$ cat src/rtl/mnc_engine.sv
`timescale 1ns/1ps
module mnc_engine #(
  parameter int BW  = 12,
  parameter int OW  = 14,
  parameter int SB  = 3,
  parameter int NCH = 3,
  parameter int K   = 16,
  parameter int FB  = 4,
  parameter int LW  = 15,
  parameter logic [NCH*LW-1:0] SEEDS = {15'h4C53, 15'h2B35, 15'h1ACE},
  localparam int CW = BW + FB + 1
) (
  input  logic                  clk,
  input  logic                  rst,
  input  logic                  in_valid,
  input  logic [SB-1:0]         stage_code,
  input  logic signed [BW-1:0]  be_word,
  output logic [NCH-1:0]        pn_out,
  output logic                  out_valid,
  output logic [OW-1:0]         out_word,
  output logic [NCH*CW-1:0]     coef_all
);
  localparam int AW   = BW + K + 1;
  localparam int SW   = CW + $clog2(NCH) + 1;
  localparam int DW   = SW + 1;
  localparam int XW   = ((OW > DW - FB) ? OW : DW - FB) + 2;
  localparam int HALF = 1 << (FB - 1);
  localparam logic signed [XW-1:0] TOPV = XW'((1 << OW) - 1);

  logic [K-1:0]          cnt;
  logic                  blk_end;
  logic [NCH*LW-1:0]     lfsr_all;
  logic                  v1;
  logic [SB-1:0]         code1;
  logic signed [BW-1:0]  be1;
  logic [NCH-1:0]        pn1;
  logic signed [SW-1:0]  cterm [NCH];
  logic signed [SW-1:0]  csum;
  logic [OW-1:0]         sat_word;

  assign blk_end = in_valid && (&cnt);

  always_ff @(posedge clk)
    if (rst) cnt <= '0;
    else if (in_valid) cnt <= cnt + 1'b1;

  for (genvar g = 0; g < NCH; g++) begin : ch
    logic [LW-1:0]         st;
    logic signed [AW-1:0]  acc;
    logic signed [CW-1:0]  coef;
    logic signed [AW-1:0]  term;
    logic signed [AW-1:0]  acc_nx;

    assign term   = pn_out[g] ? AW'(be_word) : -AW'(be_word);
    assign acc_nx = acc + term;

    always_ff @(posedge clk)
      if (rst || st == '0) st <= SEEDS[g*LW +: LW];
      else if (in_valid)   st <= {st[LW-2:0], st[LW-1] ^ st[LW-2]};

    always_ff @(posedge clk)
      if (rst) begin
        acc  <= '0;
        coef <= '0;
      end else if (in_valid) begin
        if (blk_end) begin
          coef <= CW'(acc_nx >>> (K - FB));
          acc  <= '0;
        end else begin
          acc  <= acc_nx;
        end
      end

    assign pn_out[g]                = st[0];
    assign lfsr_all[g*LW +: LW]     = st;
    assign coef_all[g*CW +: CW]     = coef;
    assign cterm[g] = pn1[g] ? SW'(coef) : -SW'(coef);
  end

  always_ff @(posedge clk)
    if (rst) begin
      v1 <= 1'b0;
    end else begin
      v1 <= in_valid;
      if (in_valid) begin
        code1 <= stage_code;
        be1   <= be_word;
        pn1   <= pn_out;
      end
    end

  always_comb begin
    csum = '0;
    for (int i = 0; i < NCH; i++) csum = csum + cterm[i];
  end

  logic signed [DW-1:0] diff, rsum, rnd;
  logic signed [XW-1:0] comb;
  assign diff = (DW'(be1) <<< FB) - DW'(csum);
  assign rsum = diff + DW'(HALF);
  assign rnd  = rsum >>> FB;
  assign comb = (XW'($signed({1'b0, code1})) <<< (OW - SB)) + XW'(rnd);

  always_comb
    if (comb < 0)         sat_word = '0;
    else if (comb > TOPV) sat_word = '1;
    else                  sat_word = comb[OW-1:0];

  always_ff @(posedge clk)
    if (rst) begin
      out_valid <= 1'b0;
      out_word  <= '0;
    end else begin
      out_valid <= v1;
      if (v1) out_word <= sat_word;
    end
endmodule


$ cat config.mk
export PLATFORM = sky130hd
export DESIGN_NAME = mnc_engine
export DESIGN_NICKNAME = d
export VERILOG_FILES = /design/src/rtl/mnc_engine.sv
export SDC_FILE = /design/constraint.sdc
export NUM_CORES = 1
export LEC_CHECK = 0
export BUFFER_PORTS_ARGS = -buffer_cell sky130_fd_sc_hd__buf_2
export CAP_MARGIN = 20
export CORE_ASPECT_RATIO = 1.4
export CORE_UTILIZATION = 60
export CTS_BUF_LIST = sky130_fd_sc_hd__clkbuf_16
export DETAILED_ROUTE_END_ITERATION = 16
export MAX_ROUTING_LAYER = met4
export PLACE_DENSITY = 0.84
export REMOVE_ABC_BUFFERS = 1
export SYNTH_ARGS = -nofsm -noshare
export SYNTH_HDL_FRONTEND = slang
export SYNTH_SLANG_ARGS = --single-unit
$ cat constraint.sdc
create_clock -name clk -period 15.7 [get_ports clk]
set_input_delay 1.57 -clock clk [delete_from_list [all_inputs] [get_ports clk]]
set_output_delay 1.57 -clock clk [all_outputs]
set_load 0.1 [all_outputs]
# ---- Word level (Yosys, flattened, before mapping)
# Cells that the tools add are included.
dict set report op_classes {
  bitwise 4
  muxes 11
  add_sub_neg 13
  reduce_logical 10
  order_cmp 2
}
# cell count
set op_table {}
lappend op_table {{29-bit two-way mux} 6}
lappend op_table {{29-bit adder} 3}
lappend op_table {{20-bit two-way mux} 3}
lappend op_table {{17-bit negation with 20-bit output} 3}
lappend op_table {{15-bit logical NOT} 3}
lappend op_table {{20-bit adder} 2}
lappend op_table {{12-bit negation with 29-bit output} 1}
lappend op_table {{14-bit two-way mux} 2}
lappend op_table {{21-bit by 5-bit adder with 21-bit output (second input constant)} 1}
lappend op_table {{16-bit by 20-bit subtractor with 21-bit output} 1}
lappend op_table {{15-bit by 17-bit adder with 18-bit output} 1}
lappend op_table {{18-bit by 15-bit > comparator with 1-bit output (second input constant)} 1}
lappend op_table {{18-bit by 1-bit < comparator with 1-bit output (second input constant)} 1}
lappend op_table {{16-bit by 1-bit adder with 16-bit output (second input constant)} 1}
lappend op_table {{16-bit AND reduction} 1}
lappend op_table {{2-bit AND reduction} 2}
lappend op_table {{1-bit logical OR} 3}
lappend op_table {{1-bit bitwise XOR} 3}
lappend op_table {{1-bit logical AND} 1}
lappend op_table {{1-bit NOT} 1}
dict set report word_totals {
  out_inout_bits 69
  ff_bits 233
  in_bits 18
  wordCells 56
}

# ---- Logic depth before layout (Yosys ltp)
# Gate-level depths: netlist of run 1.
dict set report depth {
  word_depth 10
  depth_mapped 36
  ltp_nobuf 34
}

# ---- Least setup slack after synthesis of run 1
# No wires, ideal clock.
dict set report synth_timing {
  path_kind {register -> register}
  from {register ch[1].coef[0]}
  to {register out_word[10]}
  required_time_ns 15.637
  path_slack_ns 8.449
  path_stages_with_launch 35
  setup_time_ns 0.063
  period_less_slack_ns 7.251
  arrival_time_ns 7.188
  n_path_buf 3
  cell_sequence {dfxtp_1 -> inv_1 -> ha_1 -> nor2b_1 -> a21oi_1 -> nor2_1 -> o21ai_0 -> xor2_1 -> fa_1 -> ha_1 -> clkbuf_1 -> a21o_1 -> a21oi_1 -> nor2b_1 -> a311oi_1 -> xnor2_1 -> ha_1 -> inv_1 -> or3_1 -> o21ai_0 -> a21o_1 -> a21oi_1 -> xnor2_1 -> inv_1 -> fa_1 -> inv_1 -> a21oi_1 -> a21oi_1 -> nor2_1 -> a31oi_1 -> nor3_1 -> or4b_1 -> buf_2 -> buf_6 -> nand2_2}
}
dict set report synth_via {
  elab_chain_len 10
  word_cells_on_any_way 11
  classes_between {6 x add/sub; 2 x order compare; 3 x mux}
}
# item line_no
set synth_lines {}
lappend synth_lines {{start, declared} 50} ;# logic signed [CW-1:0] coef;
lappend synth_lines {{start signal, assigned} 67} ;# coef <= CW'(acc_nx >>> (K - FB));
lappend synth_lines {{17-bit negation with 20-bit output} 77} ;# assign cterm[g] = pn1[g] ? SW'(coef) : -SW'(coef);
lappend synth_lines {{20-bit two-way mux *} 77}
lappend synth_lines {{20-bit adder * (2 in series)} 94} ;# for (int i = 0; i < NCH; i++) csum = csum + cterm[i];
lappend synth_lines {{16-bit by 20-bit subtractor with 21-bit output *} 99} ;# assign diff = (DW'(be1) <<< FB) - DW'(csum);
lappend synth_lines {{21-bit by 5-bit adder with 21-bit output *} 100} ;# assign rsum = diff + DW'(HALF);
lappend synth_lines {{15-bit by 17-bit adder with 18-bit output *} 102} ;# assign comb = (XW'($signed({1'b0, code1})) <<< (OW - SB)) + XW'(rnd);
lappend synth_lines {{18-bit by 15-bit > comparator with 1-bit output} 106} ;# else if (comb > TOPV) sat_word = '1;
lappend synth_lines {{14-bit two-way mux} 106}
lappend synth_lines {{14-bit two-way mux *} 105} ;# if (comb < 0) sat_word = '0;
lappend synth_lines {{end signal, assigned} 115} ;# if (v1) out_word <= sat_word;
lappend synth_lines {{end, declared} 20} ;# output logic [OW-1:0] out_word,
# Mark *: on every way between the ends. The rest lies on a longest branch, timed or not.
# A chain may end at the register's enable or synchronous reset.

# ---- Final worst setup path of run 1
dict set report layout_timing {
  from {register ch[0].coef[0]}
  to {register out_word[12]}
}
dict set report layout_via {
  elab_chain_len 10
  word_cells_on_any_way 11
  classes_between {6 x add/sub; 2 x order compare; 3 x mux}
}
# item line_no
set layout_lines {}
lappend layout_lines {{start, declared} 50}
lappend layout_lines {{start signal, assigned} 67}
lappend layout_lines {{17-bit negation with 20-bit output} 77}
lappend layout_lines {{20-bit two-way mux *} 77}
lappend layout_lines {{20-bit adder * (2 in series)} 94}
lappend layout_lines {{16-bit by 20-bit subtractor with 21-bit output *} 99}
lappend layout_lines {{21-bit by 5-bit adder with 21-bit output *} 100}
lappend layout_lines {{15-bit by 17-bit adder with 18-bit output *} 102}
lappend layout_lines {{18-bit by 15-bit > comparator with 1-bit output} 106}
lappend layout_lines {{14-bit two-way mux} 106}
lappend layout_lines {{14-bit two-way mux *} 105}
# Marks and branches as above.

==> impl_results.html, run 1 <==
<table>
<tr><th>Metric</th><th>Value</th></tr>
<tr><th colspan="2">Drt</th></tr>
<tr><td>Routed wire length per instance</td><td>18.7 um</td></tr>
<tr><td>Remaining antenna violation count after routing</td><td>0</td></tr>
<tr><td>Detailed-route via count</td><td>15,025</td></tr>
<tr><td>Via density per instance</td><td>6.22</td></tr>
<tr><td>Detailed Route WL</td><td>45.3 mm</td></tr>
<tr><td>Remaining DRCs</td><td>0</td></tr>
<tr><td>Router iterations before antenna repair</td><td>5</td></tr>
<tr><td>Number of DRC markers after the initial detailed-route iteration</td><td>1,162</td></tr>
<tr><th colspan="2">Setup path</th></tr>
<tr><td>Startpoint type of the worst setup path</td><td>flop</td></tr>
<tr><td>Kind of critical path</td><td>flop to flop</td></tr>
<tr><td>Critical path data required time</td><td>16.16 ns</td></tr>
<tr><td>Reg-to-Reg Start</td><td>ch[0].coef[0]</td></tr>
<tr><td>Crit-path leading delay family</td><td>simple AND/OR/NAND/NOR gates</td></tr>
<tr><td>Capturing instance or port of the critical path</td><td>out_word[12]</td></tr>
<tr><td>Worst path arrival time</td><td>8.06 ns</td></tr>
<tr><td>Total stage count of the critical path</td><td>28</td></tr>
<tr><td>Reg-to-reg setup timing slack</td><td>8.10 ns</td></tr>
<tr><td>R2R depth</td><td>28</td></tr>
<tr><td>CP Buf/Inv Count</td><td>3</td></tr>
<tr><td>Capture instance of the worst register-to-register path</td><td>out_word[12]</td></tr>
<tr><td>CP max-delay cell</td><td>sky130_fd_sc_hd__or4b_1</td></tr>
<tr><td>Worst-path maximum fanout</td><td>14</td></tr>
<tr><td>Max incr delay on CP</td><td>0.85 ns</td></tr>
<tr><td>Type of element capturing the critical path</td><td>flop</td></tr>
<tr><td>CP startpoint</td><td>ch[0].coef[0]</td></tr>
<tr><th colspan="2">Global route</th></tr>
<tr><td>GRT Resource Usage Total</td><td>33.9%</td></tr>
<tr><td>Number of global-route vias before repair</td><td>14,523</td></tr>
<tr><td>Grt total ovfl</td><td>0</td></tr>
<tr><td>Wire length of the first global-routing pass</td><td>73.0 mm</td></tr>
<tr><td>Largest net degree at the start of global routing</td><td>84</td></tr>
<tr><td>Antenna violations before repair</td><td>1</td></tr>
<tr><th colspan="2">Floorplan</th></tr>
<tr><td>Count of boundary I/O pins</td><td>87</td></tr>
<tr><td>Std-Cell Rows</td><td>70</td></tr>
<tr><td>Die width</td><td>141 um</td></tr>
<tr><td>Floorplan die height</td><td>197 um</td></tr>
<tr><td>Starting utilization of the core area</td><td>61.5%</td></tr>
<tr><td>Die area</td><td>27,700 um^2</td></tr>
<tr><td>Standard cell core area</td><td>26,400 um^2</td></tr>
<tr><th colspan="2">Place</th></tr>
<tr><td>Post-DP HPWL</td><td>33.5 mm</td></tr>
<tr><td>Placed instance area</td><td>16,800 um^2</td></tr>
<tr><td># port buffers</td><td>86</td></tr>
<tr><td>Worst-case setup slack after placement</td><td>8.30 ns</td></tr>
<tr><td>Final weighted congestion of routability-driven global placement</td><td>0.969</td></tr>
<tr><th colspan="2">Synth</th></tr>
<tr><td>Number of enable-type register cells in the synthesized netlist</td><td>18</td></tr>
<tr><td>Yosys top cell area share</td><td>26.5%</td></tr>
<tr><td>Post-synthesis cell area</td><td>16,200 um^2</td></tr>
<tr><td>Cell types with the largest area share after synthesis</td><td>sky130_fd_sc_hd__dfxtp_1 27%, sky130_fd_sc_hd__ha_1 9.9%, sky130_fd_sc_hd__a21oi_1 5.5%, sky130_fd_sc_hd__xnor2_1 5.5%, sky130_fd_sc_hd__nor2_1 5.4%</td></tr>
<tr><td>Count of warnings emitted by yosys</td><td>0</td></tr>
<tr><td>Seq cells post-synth</td><td>233</td></tr>
<tr><td>Number of instances in the synthesized netlist</td><td>2,004</td></tr>
<tr><td>Cell type with the largest total area after synthesis</td><td>sky130_fd_sc_hd__dfxtp_1</td></tr>
<tr><td>Most used standard cell by instance count after synthesis</td><td>sky130_fd_sc_hd__nor2_1</td></tr>
<tr><td>Mean cell area of the mapped netlist</td><td>8.09 um^2</td></tr>
<tr><td>Share of flip-flops with an asynchronous set or reset after synthesis</td><td>0%</td></tr>
<tr><td>Post-synthesis sequential area ratio</td><td>29.9%</td></tr>
<tr><td>Commonest cells post-synth</td><td>232 x sky130_fd_sc_hd__nor2_1, 215 x sky130_fd_sc_hd__dfxtp_1, 185 x sky130_fd_sc_hd__nand2_1</td></tr>
<tr><td>Primary flip-flop cell chosen by synthesis mapping</td><td>sky130_fd_sc_hd__dfxtp_1</td></tr>
<tr><td>Cell variety after synth</td><td>75</td></tr>
<tr><th colspan="2">STA</th></tr>
<tr><td>Maximum clock frequency</td><td>0.132 GHz</td></tr>
<tr><td>Min setup slack post-route</td><td>8.10 ns</td></tr>
<tr><td>Final setup viols</td><td>0</td></tr>
<tr><td>Final critical path time including I/O delays and setup</td><td>7.60 ns</td></tr>
<tr><td>Setup repair after global routing missed its margin</td><td>false</td></tr>
<tr><td>Pins Over Slew Limit</td><td>0</td></tr>
<tr><td>Slew of the pin with the lowest slew margin</td><td>1.05 ns</td></tr>
<tr><td>Setup TNS Final</td><td>0 ns</td></tr>
<tr><td>Post-Route Skew</td><td>0.0275 ns</td></tr>
<tr><td>Tightest slew margin relative to the limit</td><td>29.1%</td></tr>
<tr><td>Hold Fails Final Rpt</td><td>0</td></tr>
<tr><td>Period utilization</td><td>48.4%</td></tr>
<tr><th colspan="2">Outcome</th></tr>
<tr><td>Result of the run</td><td>finished clean</td></tr>
<tr><th colspan="2">CTS</th></tr>
<tr><td>Clock net sink count</td><td>233</td></tr>
<tr><td>Insertion delay to the later sink of the worst-skew pair</td><td>0.56 ns</td></tr>
<tr><td>Post-CTS setup buffers</td><td>0</td></tr>
<tr><td>Count of cells resized by post-cts repair</td><td>0</td></tr>
<tr><td>Clock slew at reported path FFs</td><td>0.06 ns</td></tr>
<tr><td>Root cell of the clock tree</td><td>sky130_fd_sc_hd__clkbuf_16</td></tr>
<tr><td>H-tree depth</td><td>1</td></tr>
<tr><td>CTS tree</td><td>yes</td></tr>
<tr><td>Hold-fix buffers, CTS</td><td>0</td></tr>
<tr><td>Number of buffers on the longest clock path</td><td>3</td></tr>
<tr><td>CTS buffer count</td><td>24</td></tr>
<tr><th colspan="2">Cells and area</th></tr>
<tr><td>Count of filler cells inserted in the layout</td><td>2,196</td></tr>
<tr><td>Net count reported at finish</td><td>2,206</td></tr>
<tr><td>Sequential Area</td><td>4840 um^2</td></tr>
<tr><td>Layout Cell Area excl Fill</td><td>17,700 um^2</td></tr>
<tr><td>Finished Core Util</td><td>67.1%</td></tr>
<tr><td>Fraction of final layout cells with drive strength greater than 1</td><td>8.28%</td></tr>
<tr><td>Layout overhead on the synthesized area</td><td>9.07%</td></tr>
<tr><td>Multi-input gate area in the final layout</td><td>10,700 um^2</td></tr>
<tr><th colspan="2">Min path</th></tr>
<tr><td>Launch point of the worst hold path</td><td>ch[1].acc[20]</td></tr>
<tr><td>Worst hold path class</td><td>flop to flop</td></tr>
<tr><th colspan="2">Job</th></tr>
<tr><td>Max-Cap Viols</td><td>0</td></tr>
<tr><th colspan="2">Power and ir drop</th></tr>
<tr><td>Post-layout total power</td><td>1.96 mW</td></tr>
<tr><td>VDD IR-drop max</td><td>0.0846 mV</td></tr>
<tr><td>Cell area power density</td><td>111 nW/um^2</td></tr>
<tr><td>P_leak</td><td>7.76 nW</td></tr>
</table>
kinds of logic (layout without fill, tap and decap cells):
group | Yosys count | count (layout) | share of synthesized area [%]
simple gates | 662 | 662 | 18.6
compound gates | 525 | 525 | 20.3
flops | 233 | 233 | 29.9
xor+xnor | 189 | 189 | 10.2
buf+inv | 184 | 234 | 4.45
fa+ha+maj | 153 | 153 | 12.9
mux | 58 | 58 | 3.60
other cells | 0 | 1 | 0
worst reg2reg max path: cells and delay by family (launching register included):
| family | cells | cell delay, ns |
|---|---|---|
| compound gates | 7 | 1.60 |
| xor+xnor | 3 | 0.57 |
| fa+ha+maj | 4 | 1.59 |
| buf+inv | 3 | 0.23 |
| flops | 1 | 0.37 |
| simple gates | 11 | 3.15 |
area by class of cell:
type                            count  share of cell area [%]
Clock buffer                       25                    3.54
Timing Repair Buffer              101                    3.10
Multi-Input combinational cell   1587                    60.3
Sequential cell                   233                    27.4
Tap cell                          360                    2.55
Inverter                           89                    1.89
Antenna cell                        1                  0.0142
Clock inverter                     19                    1.22
layout by cell type (no fill, tap or decap), types with 24 or more instances in the layout:
cell type,instances
sky130_fd_sc_hd__a21o_1,29
sky130_fd_sc_hd__a21oi_1,178
sky130_fd_sc_hd__a22oi_1,44
sky130_fd_sc_hd__buf_2,84
sky130_fd_sc_hd__clkbuf_16,25
sky130_fd_sc_hd__dfxtp_1,215
sky130_fd_sc_hd__fa_1,24
sky130_fd_sc_hd__ha_1,128
sky130_fd_sc_hd__inv_1,91
sky130_fd_sc_hd__mux2i_1,55
sky130_fd_sc_hd__nand2_1,185
sky130_fd_sc_hd__nand3_1,44
sky130_fd_sc_hd__nor2_1,230
sky130_fd_sc_hd__nor3_1,51
sky130_fd_sc_hd__o21ai_0,117
sky130_fd_sc_hd__xnor2_1,101
sky130_fd_sc_hd__xor2_1,88
worst min-delay path by stage:
| stage | to | slack [ns] | cells past startpoint |
|---|---|---|---|
| after floorplan | ch[0].acc[17] | 0.43 | 2 |
| after global placement | ch[1].acc[9] | 0.45 | 2 |
| after detailed placement | ch[1].acc[20] | 0.45 | 2 |
| after CTS | ch[1].acc[20] | 0.46 | 2 |
| after global routing | ch[2].acc[10] | 0.49 | 2 |
| final | ch[1].acc[20] | 0.47 | 2 |
layer usage:
metal	vias to the layer above	global-route usage (%)	share of wire, %	wire [um]
li1	7169	-	-	-
met1	7062	36.2	38	17000
met2	584	58.1	49	22100
met3	210	4.08	5.8	2640
met4	0	24.8	7.8	3510
met5	-	-	0	0
per-stage QoR:
step           hold slack (ns)  instances
6_report                 0.466       2415
5_1_grt                  0.488       2415
4_1_cts                  0.463       2414
3_5_place_dp             0.455       2370
3_3_place_gp             0.446       2370
2_1_floorplan            0.432       1909
report_power, final:
group	internal, mW	switching (mW)
Combinational	0.251	0.401
Clock	0.358	0.253
Sequential	0.659	0.0428
state kept, by name (all words and copies together), names as in the netlist:
signal,flops
be1,12
ch.acc,87
ch.coef,51
ch.st,45
cnt,16
code1,3
out_valid,1
out_word,14
pn1,3
v1,1
Power figures use the tool's default switching activity.
==> run 2, diff against run 1 <==
==> constraint.sdc (replaced) <==
create_clock -name clk -period 7.55 [get_ports clk]
set_input_delay 0.755 -clock clk [delete_from_list [all_inputs] [get_ports clk]]
set_output_delay 0.755 -clock clk [all_outputs]
set_load 0.1 [all_outputs]
==> run 2 against run 1 <==
Die area stayed put. Global-route usage hardly changed. Power is 110% higher. Critical endpoint unchanged.
==> impl_results.html, run 2 (synthesis gave the netlist of run 1 again) <==
<table>
<tr><th>Metric</th><th>Value</th></tr>
<tr><th colspan="2">Outcome</th></tr>
<tr><td>Result of the run</td><td>finished clean</td></tr>
<tr><th colspan="2">Setup path</th></tr>
<tr><td>Kind of critical path</td><td>flop to flop</td></tr>
<tr><td>Critical path data required time</td><td>8.02 ns (-8.14 ns)</td></tr>
<tr><td>Type of element capturing the critical path</td><td>flop</td></tr>
<tr><td>Worst path arrival time</td><td>7.54 ns (-0.52 ns)</td></tr>
<tr><td>CP Buf/Inv Count</td><td>2 (-1)</td></tr>
<tr><td>Startpoint type of the worst setup path</td><td>flop</td></tr>
<tr><td>Most frequent cell on the critical path</td><td>sky130_fd_sc_hd__a21oi_1</td></tr>
<tr><td>Max incr delay on CP</td><td>0.67 ns (-0.18 ns)</td></tr>
<tr><td>Worst-path maximum fanout</td><td>19 (+5)</td></tr>
<tr><td>CP max-delay cell</td><td>sky130_fd_sc_hd__or4b_4</td></tr>
<tr><td>Crit-path leading delay family</td><td>compound AO/OA/AOI/OAI gates</td></tr>
<tr><th colspan="2">Floorplan</th></tr>
<tr><td>Std-Cell Rows</td><td>70 (unchanged)</td></tr>
<tr><td>Floorplan die height</td><td>197 um (unchanged)</td></tr>
<tr><td>Count of boundary I/O pins</td><td>87 (unchanged)</td></tr>
<tr><td>Die width</td><td>141 um (unchanged)</td></tr>
<tr><td>Standard cell core area</td><td>26,400 um^2 (unchanged)</td></tr>
<tr><td>Die area</td><td>27,700 um^2 (unchanged)</td></tr>
<tr><td>Starting utilization of the core area</td><td>61.5% (unchanged)</td></tr>
<tr><th colspan="2">Drt</th></tr>
<tr><td>Detailed-route via count</td><td>14,900 (-0.83%)</td></tr>
<tr><td>Via density per instance</td><td>6.15 (-1.1%)</td></tr>
<tr><td>Remaining antenna violation count after routing</td><td>0 (unchanged)</td></tr>
<tr><td>Number of DRC markers after the initial detailed-route iteration</td><td>1,115 (-4.0%)</td></tr>
<tr><td>Router iterations before antenna repair</td><td>5 (unchanged)</td></tr>
<tr><td>Routed wire length per instance</td><td>18.7 um (-0.23%)</td></tr>
<tr><td>Remaining DRCs</td><td>0 (unchanged)</td></tr>
<tr><td>Detailed Route WL</td><td>45.3 mm (about the same)</td></tr>
<tr><th colspan="2">STA</th></tr>
<tr><td>Post-Route Skew</td><td>0.0107 ns (-0.0168 ns)</td></tr>
<tr><td>Final critical path time including I/O delays and setup</td><td>7.07 ns (-0.528 ns)</td></tr>
<tr><td>Tightest slew margin relative to the limit</td><td>40.6% (+11 points)</td></tr>
<tr><td>Setup repair after global routing missed its margin</td><td>false</td></tr>
<tr><td>Slew of the pin with the lowest slew margin</td><td>0.888 ns (-0.162 ns)</td></tr>
<tr><td>Final setup viols</td><td>0 (unchanged)</td></tr>
<tr><td>Setup TNS Final</td><td>0 ns (unchanged)</td></tr>
<tr><td>Period utilization</td><td>93.7% (+45 points)</td></tr>
<tr><td>Maximum clock frequency</td><td>0.141 GHz (+7.5%)</td></tr>
<tr><td>Hold Fails Final Rpt</td><td>0 (unchanged)</td></tr>
<tr><td>Pins Over Slew Limit</td><td>0 (unchanged)</td></tr>
<tr><th colspan="2">CTS</th></tr>
<tr><td>Root cell of the clock tree</td><td>sky130_fd_sc_hd__clkbuf_16</td></tr>
<tr><td>Insertion delay to the later sink of the worst-skew pair</td><td>0.54 ns (-0.02 ns)</td></tr>
<tr><td>CTS tree</td><td>yes</td></tr>
<tr><td>Number of buffers on the longest clock path</td><td>3 (unchanged)</td></tr>
<tr><td>Clock net sink count</td><td>233 (unchanged)</td></tr>
<tr><td>Hold-fix buffers, CTS</td><td>0 (unchanged)</td></tr>
<tr><td>H-tree depth</td><td>1 (unchanged)</td></tr>
<tr><td>Clock slew at reported path FFs</td><td>0.07 ns (about the same)</td></tr>
<tr><td>Post-CTS setup buffers</td><td>0 (unchanged)</td></tr>
<tr><td>CTS buffer count</td><td>24 (unchanged)</td></tr>
<tr><td>Count of cells resized by post-cts repair</td><td>0 (unchanged)</td></tr>
<tr><th colspan="2">Place</th></tr>
<tr><td># port buffers</td><td>86 (unchanged)</td></tr>
<tr><td>Number of cells after detailed placement</td><td>2,377 (+0.30%)</td></tr>
<tr><td>Final weighted congestion of routability-driven global placement</td><td>0.993 (+2.4%)</td></tr>
<tr><td>Post-DP HPWL</td><td>33.8 mm (+0.81%)</td></tr>
<tr><th colspan="2">Global route</th></tr>
<tr><td>Antenna violations before repair</td><td>1 (unchanged)</td></tr>
<tr><td>Largest net degree at the start of global routing</td><td>60 (-29%)</td></tr>
<tr><td>Grt total ovfl</td><td>0 (unchanged)</td></tr>
<tr><td>Number of global-route vias before repair</td><td>14,540 (+0.12%)</td></tr>
<tr><td>Wire length of the first global-routing pass</td><td>72.9 mm (-0.11%)</td></tr>
<tr><td>GRT Resource Usage Total</td><td>33.9% (about the same)</td></tr>
<tr><th colspan="2">Job</th></tr>
<tr><td>Max-Cap Viols</td><td>0 (unchanged)</td></tr>
<tr><th colspan="2">Power and ir drop</th></tr>
<tr><td>Cell-internal power</td><td>2.61 mW (+110%)</td></tr>
<tr><td>Net switching power</td><td>1.45 mW (+110%)</td></tr>
<tr><td>Cell area power density</td><td>229 nW/um^2 (+110%)</td></tr>
<tr><td>VDD IR-drop max</td><td>0.189 mV (+120%)</td></tr>
<tr><td>P_leak</td><td>7.79 nW (+0.44%)</td></tr>
<tr><td>Relative contribution of sequential cells to total power</td><td>35.9% (+0.2 points)</td></tr>
<tr><td>Share of total power in the clock network</td><td>30.6% (-0.5 points)</td></tr>
<tr><td>Comb power frac</td><td>33.5% (+0.3 points)</td></tr>
<tr><td>Switching share of power</td><td>35.7% (+0.20 points)</td></tr>
<tr><th colspan="2">Cells and area</th></tr>
<tr><td>Largest registers</td><td>ch.acc x87, ch.coef x51, ch.st x45</td></tr>
<tr><td>Number of flip-flops in the largest register</td><td>87 (unchanged)</td></tr>
<tr><td>Fraction of final layout cells with drive strength greater than 1</td><td>8.88% (+0.60 points)</td></tr>
<tr><td>Final non-filler cell total</td><td>2,422 (+0.29%)</td></tr>
<tr><td>Leading cell type in the layout, fill and taps excluded</td><td>sky130_fd_sc_hd__nor2_1</td></tr>
<tr><td>Net count reported at finish</td><td>2,213 (+0.32%)</td></tr>
<tr><td>Register with the most flip-flops</td><td>ch.acc</td></tr>
<tr><td>Commonest cells after routing, fill and taps aside</td><td>231 x sky130_fd_sc_hd__nor2_1, 214 x sky130_fd_sc_hd__dfxtp_1, 185 x sky130_fd_sc_hd__nand2_1</td></tr>
<tr><td>Layout overhead on the synthesized area</td><td>9.38%</td></tr>
<tr><th colspan="2">Min path</th></tr>
<tr><td>Worst hold path class</td><td>primary input to flop</td></tr>
</table>
[run 2: layout make-up]
type                            instances  area [um^2]
Clock inverter                         17          145
Sequential cell                       233         4850
Fill cell                            2192         8630
Tap cell                              360          450
Antenna cell                            1         2.50
Inverter                               89          334
Multi-Input combinational cell       1587        10700
Clock buffer                           27          676
Timing Repair Buffer                  108          601
[run 2: path summary, 6_finish.rpt]
check                      from       endpoint  slack [ns]  depth (start not counted)
hold / removal    stage_code[0]       code1[0]        0.40                          1
hold reg to reg   ch[2].acc[27]  ch[2].acc[27]        0.46                          2
setup reg to reg         pn1[2]   out_word[12]        0.48                         31
setup / recovery         pn1[2]   out_word[12]        0.48                         31
[run 2: per-stage QoR]
| step | setup slack, ns | power, mW | hold WS, ns | util [%] | area (um^2) |
|---|---|---|---|---|---|
| finish | 0.479 | 4.05 | 0.396 | 67.3 | 17700 |
| global route | 0.0372 | 4.28 | 0.397 | 67.3 | 17700 |
| CTS | 0.172 | 4.05 | 0.386 | 67.2 | 17700 |
| detailed placement | 0.238 | 2.80 | 0.455 | 64.1 | 16900 |
| global placement | 0.437 | 2.76 | 0.442 | 64.1 | 16900 |
| floorplan | 0.230 | 2.50 | 0.432 | - | 15800 |
[run 2: power groups by stage]
| stage | clock, mW | combinational [mW] | sequential (mW) |
|---|---|---|---|
| final | 1.24 | 1.36 | 1.45 |
| after global routing | 1.30 | 1.50 | 1.47 |
| after CTS | 1.25 | 1.34 | 1.45 |
| after detailed placement | 0 | 1.33 | 1.48 |
| after global placement | 0 | 1.29 | 1.47 |
| after floorplan | 0 | 0.958 | 1.55 |
[run 2: layer usage]
| metal | track usage, % | routed length, um | up-vias |
|---|---|---|---|
| met2 | 59.1 | 22100 | 539 |
| met4 | 21.6 | 3250 | 0 |
| met1 | 36.0 | 17100 | 6967 |
| li1 | - | - | 7195 |
| met5 | - | 0 | - |
| met3 | 4.91 | 2880 | 199 |
==> run 3, diff against run 2 <==
--- a/config.mk
+++ b/config.mk
@@ -9,7 +9,8 @@
 export CAP_MARGIN = 20
 export CORE_ASPECT_RATIO = 1.4
 export CORE_UTILIZATION = 60
-export CTS_BUF_LIST = sky130_fd_sc_hd__clkbuf_16
+export CTS_BUF_LIST = sky130_fd_sc_hd__clkbuf_2 sky130_fd_sc_hd__clkbuf_4 sky130_fd_sc_hd__clkbuf_8
+export CTS_CLUSTER_DIAMETER = 40
 export DETAILED_ROUTE_END_ITERATION = 16
 export MAX_ROUTING_LAYER = met4
 export PLACE_DENSITY = 0.84
==> run 3 against run 2 <==
Power rose by 1.5%. Largest power group unchanged. Via count up 0.81%. Final cell count rose by 1.3%.
==> impl_results.html, run 3 (synthesis gave the netlist of run 1 again) <==
<table>
<tr><th>Metric</th><th>Value</th></tr>
<tr><th colspan="2">CTS</th></tr>
<tr><td>Count of cells resized by post-cts repair</td><td>0 (unchanged)</td></tr>
<tr><td>Number of buffers on the longest clock path</td><td>3 (unchanged)</td></tr>
<tr><td>Post-CTS setup buffers</td><td>0 (unchanged)</td></tr>
<tr><td>H-tree depth</td><td>2 (+1)</td></tr>
<tr><td>Hold-fix buffers, CTS</td><td>0 (unchanged)</td></tr>
<tr><td>Clock net sink count</td><td>233 (unchanged)</td></tr>
<tr><td>Clock slew at reported path FFs</td><td>0.06 ns (about the same)</td></tr>
<tr><td>CTS tree</td><td>yes</td></tr>
<tr><td>CTS buffer count</td><td>41 (+71%)</td></tr>
<tr><td>Root cell of the clock tree</td><td>sky130_fd_sc_hd__clkbuf_8</td></tr>
<tr><td>Insertion delay to the later sink of the worst-skew pair</td><td>0.58 ns (+0.04 ns)</td></tr>
<tr><th colspan="2">Min path</th></tr>
<tr><td>Worst hold path class</td><td>primary input to flop</td></tr>
<tr><td>Launch point of the worst hold path</td><td>stage_code[2]</td></tr>
<tr><th colspan="2">Drt</th></tr>
<tr><td>Detailed-route via count</td><td>15,021 (+0.81%)</td></tr>
<tr><td>Remaining antenna violation count after routing</td><td>0 (unchanged)</td></tr>
<tr><td>Via density per instance</td><td>6.12 (-0.46%)</td></tr>
<tr><td>Detailed Route WL</td><td>45.6 mm (+0.58%)</td></tr>
<tr><td>Remaining DRCs</td><td>0 (unchanged)</td></tr>
<tr><td>Number of DRC markers after the initial detailed-route iteration</td><td>1,019 (-8.6%)</td></tr>
<tr><td>Routed wire length per instance</td><td>18.6 um (-0.69%)</td></tr>
<tr><td>Router iterations before antenna repair</td><td>7 (+2)</td></tr>
<tr><th colspan="2">Setup path</th></tr>
<tr><td>Reg-to-Reg Start</td><td>pn1[2]</td></tr>
<tr><td>Kind of critical path</td><td>flop to flop</td></tr>
<tr><td>CP startpoint</td><td>pn1[2]</td></tr>
<tr><td>Max incr delay on CP</td><td>0.67 ns (about the same)</td></tr>
<tr><td>Worst-path maximum fanout</td><td>19 (unchanged)</td></tr>
<tr><td>Most frequent cell on the critical path</td><td>sky130_fd_sc_hd__a21oi_1</td></tr>
<tr><td>Startpoint type of the worst setup path</td><td>flop</td></tr>
<tr><td>CP max-delay cell</td><td>sky130_fd_sc_hd__or4b_4</td></tr>
<tr><td>Type of element capturing the critical path</td><td>flop</td></tr>
<tr><td>Critical path data required time</td><td>8.05 ns (+0.03 ns)</td></tr>
<tr><td>Worst path arrival time</td><td>7.57 ns (+0.03 ns)</td></tr>
<tr><th colspan="2">Cells and area</th></tr>
<tr><td>Multi-input gate area in the final layout</td><td>10,700 um^2 (unchanged)</td></tr>
<tr><td>Register with the most flip-flops</td><td>ch.acc</td></tr>
<tr><td>Commonest cells after routing, fill and taps aside</td><td>231 x sky130_fd_sc_hd__nor2_1, 214 x sky130_fd_sc_hd__dfxtp_1, 185 x sky130_fd_sc_hd__nand2_1</td></tr>
<tr><td>Leading cell type in the layout, fill and taps excluded</td><td>sky130_fd_sc_hd__nor2_1</td></tr>
<tr><td>Fraction of final layout cells with drive strength greater than 1</td><td>10.3% (+1.4 points)</td></tr>
<tr><td>Layout overhead on the synthesized area</td><td>9.99%</td></tr>
<tr><td>Largest registers</td><td>ch.acc x87, ch.coef x51, ch.st x45</td></tr>
<tr><td>Final non-filler cell total</td><td>2,453 (+1.3%)</td></tr>
<tr><td>Net count reported at finish</td><td>2,230 (+0.77%)</td></tr>
<tr><td>Number of flip-flops in the largest register</td><td>87 (unchanged)</td></tr>
<tr><td>Sequential Area</td><td>4850 um^2 (unchanged)</td></tr>
<tr><td>Count of filler cells inserted in the layout</td><td>2,206 (+0.64%)</td></tr>
<tr><th colspan="2">STA</th></tr>
<tr><td>Period utilization</td><td>93.6% (about the same)</td></tr>
<tr><td>Slew of the pin with the lowest slew margin</td><td>0.868 ns (-0.0196 ns)</td></tr>
<tr><td>Tightest slew margin relative to the limit</td><td>41.9% (+1.3 points)</td></tr>
<tr><td>Final critical path time including I/O delays and setup</td><td>7.07 ns (-0.00511 ns)</td></tr>
<tr><td>Hold Fails Final Rpt</td><td>0 (unchanged)</td></tr>
<tr><td>Pins Over Slew Limit</td><td>0 (unchanged)</td></tr>
<tr><td>Post-Route Skew</td><td>0.0276 ns (+0.0169 ns)</td></tr>
<tr><td>Min setup slack post-route</td><td>0.485 ns (+0.00511 ns)</td></tr>
<tr><td>Setup repair after global routing missed its margin</td><td>false</td></tr>
<tr><td>Final setup viols</td><td>0 (unchanged)</td></tr>
<tr><td>Setup TNS Final</td><td>0 ns (unchanged)</td></tr>
<tr><td>Maximum clock frequency</td><td>0.142 GHz (about the same)</td></tr>
<tr><th colspan="2">Place</th></tr>
<tr><td>Number of cells after detailed placement</td><td>2,377 (unchanged)</td></tr>
<tr><td># port buffers</td><td>86 (unchanged)</td></tr>
<tr><td>Post-DP HPWL</td><td>33.8 mm (unchanged)</td></tr>
<tr><td>Worst-case setup slack after placement</td><td>0.238 ns (unchanged)</td></tr>
<tr><td>Final weighted congestion of routability-driven global placement</td><td>0.993 (unchanged)</td></tr>
<tr><th colspan="2">Power and ir drop</th></tr>
<tr><td>P_leak</td><td>7.86 nW (+0.84%)</td></tr>
<tr><td>Cell area power density</td><td>231 nW/um^2 (+0.91%)</td></tr>
<tr><td>VDD IR-drop max</td><td>0.190 mV (+0.33%)</td></tr>
<tr><th colspan="2">Floorplan</th></tr>
<tr><td>Count of boundary I/O pins</td><td>87 (unchanged)</td></tr>
<tr><td>Die area</td><td>27,700 um^2 (unchanged)</td></tr>
<tr><td>Std-Cell Rows</td><td>70 (unchanged)</td></tr>
<tr><td>Starting utilization of the core area</td><td>61.5% (unchanged)</td></tr>
<tr><td>Die width</td><td>141 um (unchanged)</td></tr>
<tr><td>Standard cell core area</td><td>26,400 um^2 (unchanged)</td></tr>
<tr><td>Floorplan die height</td><td>197 um (unchanged)</td></tr>
<tr><th colspan="2">Global route</th></tr>
<tr><td>Antenna violations before repair</td><td>1 (unchanged)</td></tr>
<tr><td>Grt total ovfl</td><td>0 (unchanged)</td></tr>
<tr><td>Number of global-route vias before repair</td><td>14,729 (+1.3%)</td></tr>
<tr><td>GRT Resource Usage Total</td><td>34.3% (+0.38 points)</td></tr>
<tr><td>Largest net degree at the start of global routing</td><td>60 (unchanged)</td></tr>
<tr><td>Wire length of the first global-routing pass</td><td>73.3 mm (+0.55%)</td></tr>
<tr><th colspan="2">Outcome</th></tr>
<tr><td>Result of the run</td><td>finished clean</td></tr>
<tr><th colspan="2">Job</th></tr>
<tr><td>Max-Cap Viols</td><td>0 (unchanged)</td></tr>
</table>
-- run 3: critical path, delay by kind of cell (launching register included) --
family,cells,cell delay [ns]
buffers and inverters,2,0.18
DFF,1,0.64
xor gates and xnor gates,3,0.62
adders and majority gates,4,1.55
AOI/OAI and AO/OA,16,2.77
and+or+nand+nor,6,1.23
-- run 3: final timing paths --
kind,cells past startpoint,endpoint,slack [ns]
setup reg to reg,31,out_word[12],0.48
hold reg to reg,2,ch[2].acc[27],0.47
setup / recovery,31,out_word[12],0.48
hold / removal,1,code1[2],0.36
-- run 3: metrics by stage --
stage | total power, mW | util, % | area, um^2 | hold slack, ns
finish | 4.11 | 67.6 | 17800 | 0.362
global route | 4.34 | 67.6 | 17800 | 0.361
CTS | 4.11 | 67.6 | 17800 | 0.338
detailed placement | 2.80 | 64.1 | 16900 | 0.455
global placement | 2.76 | 64.1 | 16900 | 0.442
floorplan | 2.50 | - | 15800 | 0.432
-- run 3: power breakdown --
part | switching (mW) | internal (mW)
Clock | 0.572 | 0.731
Combinational | 0.833 | 0.523
Sequential | 0.0853 | 1.37
Total | 1.49 | 2.62
-- run 3: per-layer routing --
layer  routed length, um  vias to the layer above  global-route usage (%)
met2               22200                      545                    58.6
li1                    -                     7241                       -
met4                3550                        0                    23.8
met3                2920                      224                    6.44
met5                   0                        -                       -
met1               16900                     7011                    35.6
-- run 3: final cells by class --
type / count / share of cell area (%)
multi-input combinational: 1587 / 59.9
sequential: 233 / 27.2
clock buffer: 53 / 3.99
timing repair buffer: 108 / 3.37
tap: 360 / 2.53
inverter: 89 / 1.87
clock inverter: 22 / 1.16
antenna: 1 / 0.0140
